File: config.mk
export PLATFORM = sky130hd
export DESIGN_NAME = iq_mixer
export DESIGN_NICKNAME = d
export VERILOG_FILES = /design/src/rtl/iq_mixer_pkg.sv /design/src/rtl/iq_mode_decode.sv /design/src/rtl/iq_phase_fsm.sv /design/src/rtl/iq_sat_neg.sv /design/src/rtl/iq_mixer.sv
export SDC_FILE = /design/constraint.sdc
export NUM_CORES = 1
export LEC_CHECK = 0
export ABC_CLOCK_PERIOD_IN_PS = 5670
export BUFFER_PORTS_ARGS = -buffer_cell sky130_fd_sc_hd__clkbuf_2
export CAP_MARGIN = 20
export CELL_PAD_IN_SITES_DETAIL_PLACEMENT = 0
export CELL_PAD_IN_SITES_GLOBAL_PLACEMENT = 2
export CORE_ASPECT_RATIO = 0.9
export CORE_MARGIN = 3
export CORE_UTILIZATION = 30
export DETAILED_ROUTE_END_ITERATION = 16
export GPL_TIMING_DRIVEN = 0
export PLACE_DENSITY_LB_ADDON = 0.1
export SYNTH_ARGS = -nofsm -noshare
export SYNTH_HDL_FRONTEND = slang
export SYNTH_SLANG_ARGS = --single-unit
File: constraint.sdc
create_clock -name clk -period 5.67 [get_ports clk]
set_input_delay 1.134 -clock clk [delete_from_list [all_inputs] [get_ports clk]]
set_output_delay 1.134 -clock clk [all_outputs]
set_load 0.005 [all_outputs]
File: src/rtl/iq_mixer_pkg.sv
package iq_mixer_pkg;

    typedef enum logic [2:0] {
        MIX_PASS,
        MIX_HALF,
        MIX_QREAL,
        MIX_QCPOS,
        MIX_QCNEG
    } mix_mode_t;

    typedef enum logic [1:0] {
        PH0,
        PH1,
        PH2,
        PH3
    } phase_t;

    typedef enum logic [1:0] {
        SRC_ZERO,
        SRC_I,
        SRC_Q
    } src_t;

    typedef struct packed {
        src_t src;
        logic neg;
    } route_t;

endpackage

File: src/rtl/iq_mode_decode.sv
module iq_mode_decode
    import iq_mixer_pkg::*;
(
    input  logic [1:0] mode_code,
    input  logic       real_sel,
    input  logic       sign_sel,
    output mix_mode_t  mode
);

    always_comb begin
        unique case (mode_code)
            2'b00:   mode = MIX_PASS;
            2'b01:   mode = MIX_HALF;
            default: begin
                if (real_sel)
                    mode = MIX_QREAL;
                else if (sign_sel)
                    mode = MIX_QCPOS;
                else
                    mode = MIX_QCNEG;
            end
        endcase
    end

endmodule

File: src/rtl/iq_phase_fsm.sv
module iq_phase_fsm
    import iq_mixer_pkg::*;
(
    input  logic      clk,
    input  logic      rst_n,
    input  mix_mode_t mode,
    input  logic      adv,
    output phase_t    phase_cur
);

    phase_t    state_q;
    phase_t    state_d;
    mix_mode_t mode_q;
    logic      restart;

    // State register
    always_ff @(posedge clk) begin
        if (!rst_n) begin
            state_q <= PH0;
            mode_q  <= MIX_PASS;
        end else begin
            state_q <= state_d;
            mode_q  <= mode;
        end
    end

    // Outputs and transitions: RESTART, STEP, HOLD
    always_comb begin
        restart   = (mode != mode_q);
        phase_cur = restart ? PH0 : state_q;
        if (adv) begin
            unique case (phase_cur)
                PH0: state_d = PH1;
                PH1: state_d = PH2;
                PH2: state_d = PH3;
                PH3: state_d = PH0;
            endcase
        end else begin
            state_d = phase_cur;
        end
    end

endmodule

File: src/rtl/iq_sat_neg.sv
module iq_sat_neg #(
    parameter int W = 14
) (
    input  logic signed [W-1:0] din,
    input  logic                neg,
    output logic signed [W-1:0] dout
);

    localparam logic signed [W-1:0] MIN_V = {1'b1, {(W-1){1'b0}}};
    localparam logic signed [W-1:0] MAX_V = {1'b0, {(W-1){1'b1}}};

    always_comb begin
        if (!neg)
            dout = din;
        else if (din == MIN_V)
            dout = MAX_V;
        else
            dout = -din;
    end

endmodule

File: src/rtl/iq_mixer.sv
module iq_mixer
    import iq_mixer_pkg::*;
#(
    parameter int W = 14
) (
    input  logic                clk,
    input  logic                rst_n,
    input  logic                in_valid,
    input  logic signed [W-1:0] in_i,
    input  logic signed [W-1:0] in_q,
    input  logic [1:0]          mode_code,
    input  logic                real_sel,
    input  logic                sign_sel,
    output logic                out_valid,
    output logic signed [W-1:0] out_i,
    output logic signed [W-1:0] out_q
);

    localparam int NCH = 2;

    mix_mode_t          mode;
    phase_t             phase;
    route_t             rt      [NCH];
    logic signed [W-1:0] src_val [NCH];
    logic signed [W-1:0] mix_val [NCH];

    iq_mode_decode u_dec (
        .mode_code (mode_code),
        .real_sel  (real_sel),
        .sign_sel  (sign_sel),
        .mode      (mode)
    );

    iq_phase_fsm u_fsm (
        .clk       (clk),
        .rst_n     (rst_n),
        .mode      (mode),
        .adv       (in_valid),
        .phase_cur (phase)
    );

    // Channel routing per mode and phase: index 0 feeds I out, 1 feeds Q out
    always_comb begin
        rt[0] = '{src: SRC_I, neg: 1'b0};
        rt[1] = '{src: SRC_Q, neg: 1'b0};
        unique case (mode)
            MIX_PASS: ;
            MIX_HALF: begin
                rt[0].neg = phase[0];
                rt[1].neg = phase[0];
            end
            MIX_QREAL: begin
                unique case (phase)
                    PH0: ;
                    PH2: begin
                        rt[0].neg = 1'b1;
                        rt[1].neg = 1'b1;
                    end
                    PH1, PH3: begin
                        rt[0].src = SRC_ZERO;
                        rt[1].src = SRC_ZERO;
                    end
                endcase
            end
            MIX_QCPOS: begin
                unique case (phase)
                    PH0: ;
                    PH1: begin
                        rt[0] = '{src: SRC_Q, neg: 1'b1};
                        rt[1] = '{src: SRC_I, neg: 1'b0};
                    end
                    PH2: begin
                        rt[0].neg = 1'b1;
                        rt[1].neg = 1'b1;
                    end
                    PH3: begin
                        rt[0] = '{src: SRC_Q, neg: 1'b0};
                        rt[1] = '{src: SRC_I, neg: 1'b1};
                    end
                endcase
            end
            MIX_QCNEG: begin
                unique case (phase)
                    PH0: ;
                    PH1: begin
                        rt[0] = '{src: SRC_Q, neg: 1'b0};
                        rt[1] = '{src: SRC_I, neg: 1'b1};
                    end
                    PH2: begin
                        rt[0].neg = 1'b1;
                        rt[1].neg = 1'b1;
                    end
                    PH3: begin
                        rt[0] = '{src: SRC_Q, neg: 1'b1};
                        rt[1] = '{src: SRC_I, neg: 1'b0};
                    end
                endcase
            end
            default: ;
        endcase
    end

    for (genvar ch = 0; ch < NCH; ch++) begin : g_ch
        always_comb begin
            unique case (rt[ch].src)
                SRC_I:   src_val[ch] = in_i;
                SRC_Q:   src_val[ch] = in_q;
                default: src_val[ch] = '0;
            endcase
        end

        iq_sat_neg #(.W(W)) u_neg (
            .din  (src_val[ch]),
            .neg  (rt[ch].neg),
            .dout (mix_val[ch])
        );
    end

    always_ff @(posedge clk) begin
        if (!rst_n) begin
            out_valid <= 1'b0;
            out_i     <= '0;
            out_q     <= '0;
        end else begin
            out_valid <= in_valid;
            if (in_valid) begin
                out_i <= mix_val[0];
                out_q <= mix_val[1];
            end
        end
    end

endmodule

## Word level (Yosys, flattened, before mapping)

Cells that the tools add are included.

- Input port bits: 35
- Output and inout port bits: 29
- Logic and storage cells: 51
- Register bits after elaboration: 34

- Equality and inequality tests: 15
- Reductions and logical operators: 6
- $add $sub $neg: 2
- Muxes and demuxes: 23

Operators with widths:

| operator | count |
|---|---|
| 14-bit two-way mux | 4 |
| 14-bit case mux with 2 select lines | 2 |
| 14-bit equality test, second input constant | 2 |
| 14-bit negation | 2 |
| 2-bit two-way mux | 5 |
| 2-bit by 1-bit equality test with 1-bit output, second input constant | 4 |
| 2-bit equality test, second input constant | 4 |
| 1-bit case mux with 4 select lines | 2 |
| 2-bit case mux with 2 select lines | 2 |
| 2-bit case mux with 4 select lines | 1 |
| 2-bit OR reduction | 4 |
| 3-bit by 2-bit equality test with 1-bit output, second input constant | 2 |
| 3-bit two-way mux | 2 |
| 3-bit case mux with 2 select lines | 1 |
| 2-bit logical NOT | 2 |
| 1-bit two-way mux | 4 |
| 3-bit by 1-bit equality test with 1-bit output, second input constant | 1 |
| 3-bit equality test, second input constant | 1 |
| 3-bit != test | 1 |

## Longest topological paths before layout

- Word-level depth: 14
- Depth in mapped cells: 20
- Mapped depth without buffers: 15

## Cells and area by module

From an unflattened synthesis, not the netlist that was laid out.

- Cell total of the unflattened synthesis: 325
- Area, all modules: 2678.8 µm²

Modules (own cells, without submodules):

| module | times used | area each (µm²) | seq. area each (µm²) | cells an instance |
|---|---|---|---|---|
| iq_mixer | 1 | 1620.3 | 580.6 | 180 |
| iq_sat_neg (g_ch[0].u_neg) | 1 | 422.9 | 0.0 | 60 |
| iq_sat_neg (g_ch[1].u_neg) | 1 | 389.1 | 0.0 | 60 |
| iq_phase_fsm | 1 | 210.2 | 100.1 | 20 |
| iq_mode_decode | 1 | 36.3 | 0.0 | 5 |

## Worst setup path after synthesis

OpenSTA, ideal clock, no wires.

- Kind: input-to-reg
- Start point: input port real_sel
- End point: register out_i[12]
- Data required time: 5.553 ns
- Stages: 19
- Setup slack: 0.767 ns
- Library setup time: 0.117 ns
- Arrival: 4.785 ns
- Path buffers: 5
- Cell sequence: buf_6 and3b_1 or3_1 nand2_1 nand4_1 nor2_1 inv_1 ha_1 clkbuf_8 clkbuf_8 clkbuf_1 clkbuf_1 or2_2 ha_1 o21ai_0 or3_1 nor4_1 o22ai_1 a32o_1

- Word-level cells in the longest chain between the ends: 13
- Elaborated cells on any way between the ends: 29
- Those cells by class: add/sub: 1; eq/ne: 11; mux: 13; reduce/logical: 4

RTL lines:

| what | line | text |
|---|---|---|
| start, declared | iq_mixer.sv:12 | `input logic real_sel,` |
| 3-bit two-way mux (*) | iq_mode_decode.sv:15 | `if (real_sel)` |
| 3-bit case mux with 2 select lines (*) | iq_mode_decode.sv:11 | `unique case (mode_code)` |
| 3-bit != test | iq_phase_fsm.sv:29 | `restart = (mode != mode_q);` |
| 2-bit two-way mux | iq_phase_fsm.sv:30 | `phase_cur = restart ? PH0 : state_q;` |
| 2-bit by 1-bit equality test with 1-bit output or 2-bit equality test (tied branches) | iq_mixer.sv:53, iq_mixer.sv:66, iq_mixer.sv:83 |  |
| 2-bit OR reduction (no line) | -- |  |
| 2-bit two-way mux or 1-bit two-way mux (tied branches) | iq_mixer.sv:66, iq_mixer.sv:83, iq_mixer.sv:53 |  |
| 2-bit case mux with 2 select lines | iq_mixer.sv:46 | `unique case (mode)` |
| 2-bit equality test or 2-bit by 1-bit equality test with 1-bit output (tied branches) | iq_mixer.sv:105 | `unique case (rt[ch].src)` |
| 14-bit case mux with 2 select lines | iq_mixer.sv:105 |  |
| 14-bit negation or 14-bit equality test (tied branches) | iq_sat_neg.sv:18, iq_sat_neg.sv:15 |  |
| 14-bit two-way mux | iq_sat_neg.sv:15 | `else if (din == MIN_V)` |
| 14-bit two-way mux (*) | iq_sat_neg.sv:13 | `if (!neg)` |
| end signal, assigned | iq_mixer.sv:127 | `out_i <= mix_val[0];` |
| end, declared | iq_mixer.sv:15 | `output logic signed [W-1:0] out_i,` |

Mark *: on every way between the ends. The rest lies on a longest branch, timed or not.
A chain may end at the register's enable or synchronous reset.

## Worst setup path in the final report

- Start point: input port mode_code[1]
- End point: register out_q[7]

- Word-level cells in the longest chain between the ends: 13
- Elaborated cells on any way between the ends: 30
- Those cells by class: add/sub: 1; eq/ne: 12; mux: 12; reduce/logical: 5

RTL lines:

| what | line | text |
|---|---|---|
| start, declared | iq_mixer.sv:11 | `input logic [1:0] mode_code,` |
| 2-bit by 1-bit equality test with 1-bit output or 2-bit logical NOT (tied branches) | iq_mode_decode.sv:11 |  |
| 3-bit case mux with 2 select lines (*) | iq_mode_decode.sv:11 |  |
| 3-bit != test | iq_phase_fsm.sv:29 |  |
| 2-bit two-way mux | iq_phase_fsm.sv:30 |  |
| 2-bit by 1-bit equality test with 1-bit output or 2-bit equality test (tied branches) | iq_mixer.sv:53, iq_mixer.sv:66, iq_mixer.sv:83 |  |
| 2-bit OR reduction (no line) | -- |  |
| 2-bit two-way mux, on equally long branches | iq_mixer.sv:66, iq_mixer.sv:83, iq_mixer.sv:53 |  |
| 2-bit case mux with 2 select lines | iq_mixer.sv:46 |  |
| 2-bit equality test or 2-bit by 1-bit equality test with 1-bit output (tied branches) | iq_mixer.sv:105 |  |
| 14-bit case mux with 2 select lines | iq_mixer.sv:105 |  |
| 14-bit negation or 14-bit equality test (tied branches) | iq_sat_neg.sv:18, iq_sat_neg.sv:15 |  |
| 14-bit two-way mux | iq_sat_neg.sv:15 |  |
| 14-bit two-way mux (*) | iq_sat_neg.sv:13 |  |
| end signal, assigned | iq_mixer.sv:128 | `out_q <= mix_val[1];` |
| end, declared | iq_mixer.sv:16 | `output logic signed [W-1:0] out_q` |

Marks and branches as above.

==> summary.md <==
| Metric | Value |
|---|---|
| Die width | 103.9 um |
| IO Pins | 64 |
| Setup crit start kind | primary input |
| R2R Path Start | u_fsm.mode_q[2]$_SDFF_PN0_ |
| Synth Cell Area | between 2000 and 3000 um^2 |
| CTS tree | yes |
| Dominant cells by area after synthesis | dfxtp_1 26%, a22oi_1 8.4%, o21ai_0 5.4% |
| Initial antenna violation count | 0 |
| Post CTS Setup Buffer Count | 0 |
| Synth area leader | dfxtp_1 |
| Total grt overflow | 0 |
| Post-layout util | 38.16% |
| Seq cells post-synth | 34 |
| # diodes | 0 |
| Worst-path fanout max | 19 |
| Total CTS buffers | 5 |
| Top-area cell type share of the netlist area | 26.32% |
| DP Wirelength | around 7.6 mm |
| Post-cts hold buffer count | 0 |
| TritonCTS Sinks | 34 |
| Max IR drop VDD | 0.00008757 V |
| F_max | between 0.15 and 0.2 GHz |
| Vias | between 2,000 and 3,000 |
| Vias per cell | between 5 and 6 |
| Wire per inst | approximately 19 um |
| Period utilization | a little over 90% |
| Async S/R FF share, synth | 0% |
| Nets | about 450 |
| Area grow syn2layout | 21.34% |
| Dpl ws | -0.3803 ns |
| Starting Density | a little under a third |
| Largest net degree at the start of global routing | 12 |
| Sequential share of the synthesized area | about a quarter |
| Status | finished clean |
| Fraction of layout cells with a size suffix above 1 | 25.62% |
| Antenna Nets Post-Route | 0 |
| Syn nets | about 380 |
| CTS Root Cell | clkbuf_8 |
| Tot Pwr | between 0.6 and 0.7 mW |
| Core area | 8223 um^2 |
| Final-report max-slew violation count | 0 |
| Clock-pin slew on the worst setup and hold paths | around 0.08 ns |
| Initial drt markers | roughly 170 |
| Row count | 31 |
| Most common library cells after synthesis | 34 x dfxtp_1, 34 x nor2_1, 29 x a22oi_1 |
| First-pass GRT wire length | approximately 15 mm |
| Syn_area_per_cell | ~7.7 um^2 |
| First-pass DRT Iterations | 4 |
| Worst-Skew Late Latency | about 0.30 ns |
| Setup TNS | 0 ns |
| Port buffer count | 62 |
| Slew HR | roughly two fifths |
| Setup Skew | between 0.006 and 0.007 ns |
| Fin. Hold Viols | 0 |
| Die footprint | roughly 10000 um^2 |
| Max clock buf depth | 2 |
| Min-delay src | out_q[3]$_SDFFE_PN0P_ |
| Crit end category | flop |
| Lkg Pwr | around 1.3 nW |
| Detailed Route WL | approximately 10 mm |
| DRC Markers | 0 |
| Cells after Synth | 337 |
| # setup viols final | 0 |
| Crit path launch | mode_code[1] |
| RD Place Congestion | roughly 0.83 |
| Synthesis Warnings | 0 |
| Final Worst Setup Slack | just over 0.5 ns |
| Unrepaired setup endpoints after global routing | no |
| Max cap viols | 0 |
| Post-synth EDFFs | 0 |
| Slew @ Worst Pin | 0.8937 ns |
| Synth cell types | 60 |
| Crit Path Class | in2reg |
| Height of the die | roughly 94 um |
| Global-route usage over all layers | between 15 and 20% |
| Worst Path Required | roughly 5.9 ns |
| Vias in the first global route | between 2,000 and 3,000 |
| Worst min path class | reg2reg |
| PwrDens | just over 200 nW/um^2 |
| Main synth FF type | dfxtp_1 |
| Crit path time final | 5.163 ns |
| Worst Path Arrival | 5.36 ns |
| Htree depth | 2 |
==> kinds of logic (layout without fill, tap and decap cells) <==
| logic type | Yosys count | after routing | share of synthesized area, % |
|---|---|---|---|
| multiplexers | 1 | 1 | 0.3870 |
| adder cells (fa/ha/maj) | 5 | 5 | 2.419 |
| AND/OR/NAND/NOR | 120 | 120 | 23.85 |
| XOR/XNOR | 2 | 2 | 0.6774 |
| buffers and inverters | 35 | 104 | 8.515 |
| AO/OA/AOI/OAI | 140 | 140 | 37.83 |
| flip-flops | 34 | 34 | 26.32 |
==> cell type report <==
type | instances | area, um^2
buffer | 24 | 180.2
clock buffer | 6 | 82.58
clock inverter | 2 | 12.51
fill | 933 | 5085
inverter | 10 | 37.54
multi-input combinational | 268 | 1690
sequential | 34 | 680.7
tap | 115 | 143.9
timing repair buffer | 62 | 310.3
==> final timing paths <==
| check | depth (start not counted) | slack (ns) | endpoint |
|---|---|---|---|
| hold / removal | 2 | 0.44 | out_q[3]$_SDFFE_PN0P_ |
| setup / recovery | 19 | 0.51 | out_q[7]$_SDFFE_PN0P_ |
| hold reg to reg | 2 | 0.44 | out_q[3]$_SDFFE_PN0P_ |
| setup reg to reg | 18 | 1.18 | out_q[7]$_SDFFE_PN0P_ |
==> state kept, by name (all words and copies together), names as in the netlist <==
name,cells
u_fsm.state_q,2
out_i,14
out_q,14
u_fsm.mode_q,3
out_valid,1
==> cells in the final DEF (no fill, tap or decap), types with 11 or more instances in the layout <==
| cell | count |
|---|---|
| a21oi_1 | 16 |
| a22oi_1 | 29 |
| clkbuf_2 | 63 |
| clkbuf_8 | 11 |
| dfxtp_1 | 34 |
| nand2_1 | 25 |
| nor2_1 | 34 |
| o21ai_0 | 28 |
| or2_2 | 12 |
==> through the flow <==
stage | hold slack (ns) | cells | area (um^2)
after floorplan | 0.4345 | 337 | 2586
after global placement | 0.4250 | 514 | 3040
after detailed placement | 0.4298 | 514 | 3040
after CTS | 0.4414 | 522 | 3142
after global routing | 0.4571 | 521 | 3138
final | 0.4376 | 521 | 3138
==> metal layers <==
metal  vias to the layer above  share of wire (%)  global-route usage [%]
li1                       1438                  -                       -
met4                         0               0.80                   5.759
met2                        89                 42                   29.82
met3                         8                5.5                   3.162
met5                         -                  0                       0
met1                      1388                 51                   29.28
==> critical path, stage by stage <==
cell and delay [ns]:
clkbuf_2 0.14, and3b_1 0.22, or3_1 0.33, nand2_1 0.10, nand4_1 0.17, nor2_1 0.18, inv_1 0.06, ha_1 0.39
clkbuf_8 0.22, clkbuf_8 0.19, clkbuf_1 0.28, or2_2 0.39, ha_1 0.23, o21ai_2 0.15, nor2_1 0.20, and3_1 0.22
buf_2 0.18, or3_1 0.33, a32o_1 0.25
==> power breakdown <==
part | total [mW] | internal (mW) | switching, mW
Combinational | 0.174 | 0.0707 | 0.104
Sequential | 0.266 | 0.256 | 0.00954
Clock | 0.208 | 0.0980 | 0.110
Total | 0.648 | 0.425 | 0.223
==> timing repair <==
| item | in CTS | in global routing |
|---|---|---|
| cloned | 0 | 0 |
| setup endpoints to repair | 10 | 13 |
| gates resized for setup | 2 | 0 |
No activity file was read; power rests on OpenSTA's default activity.
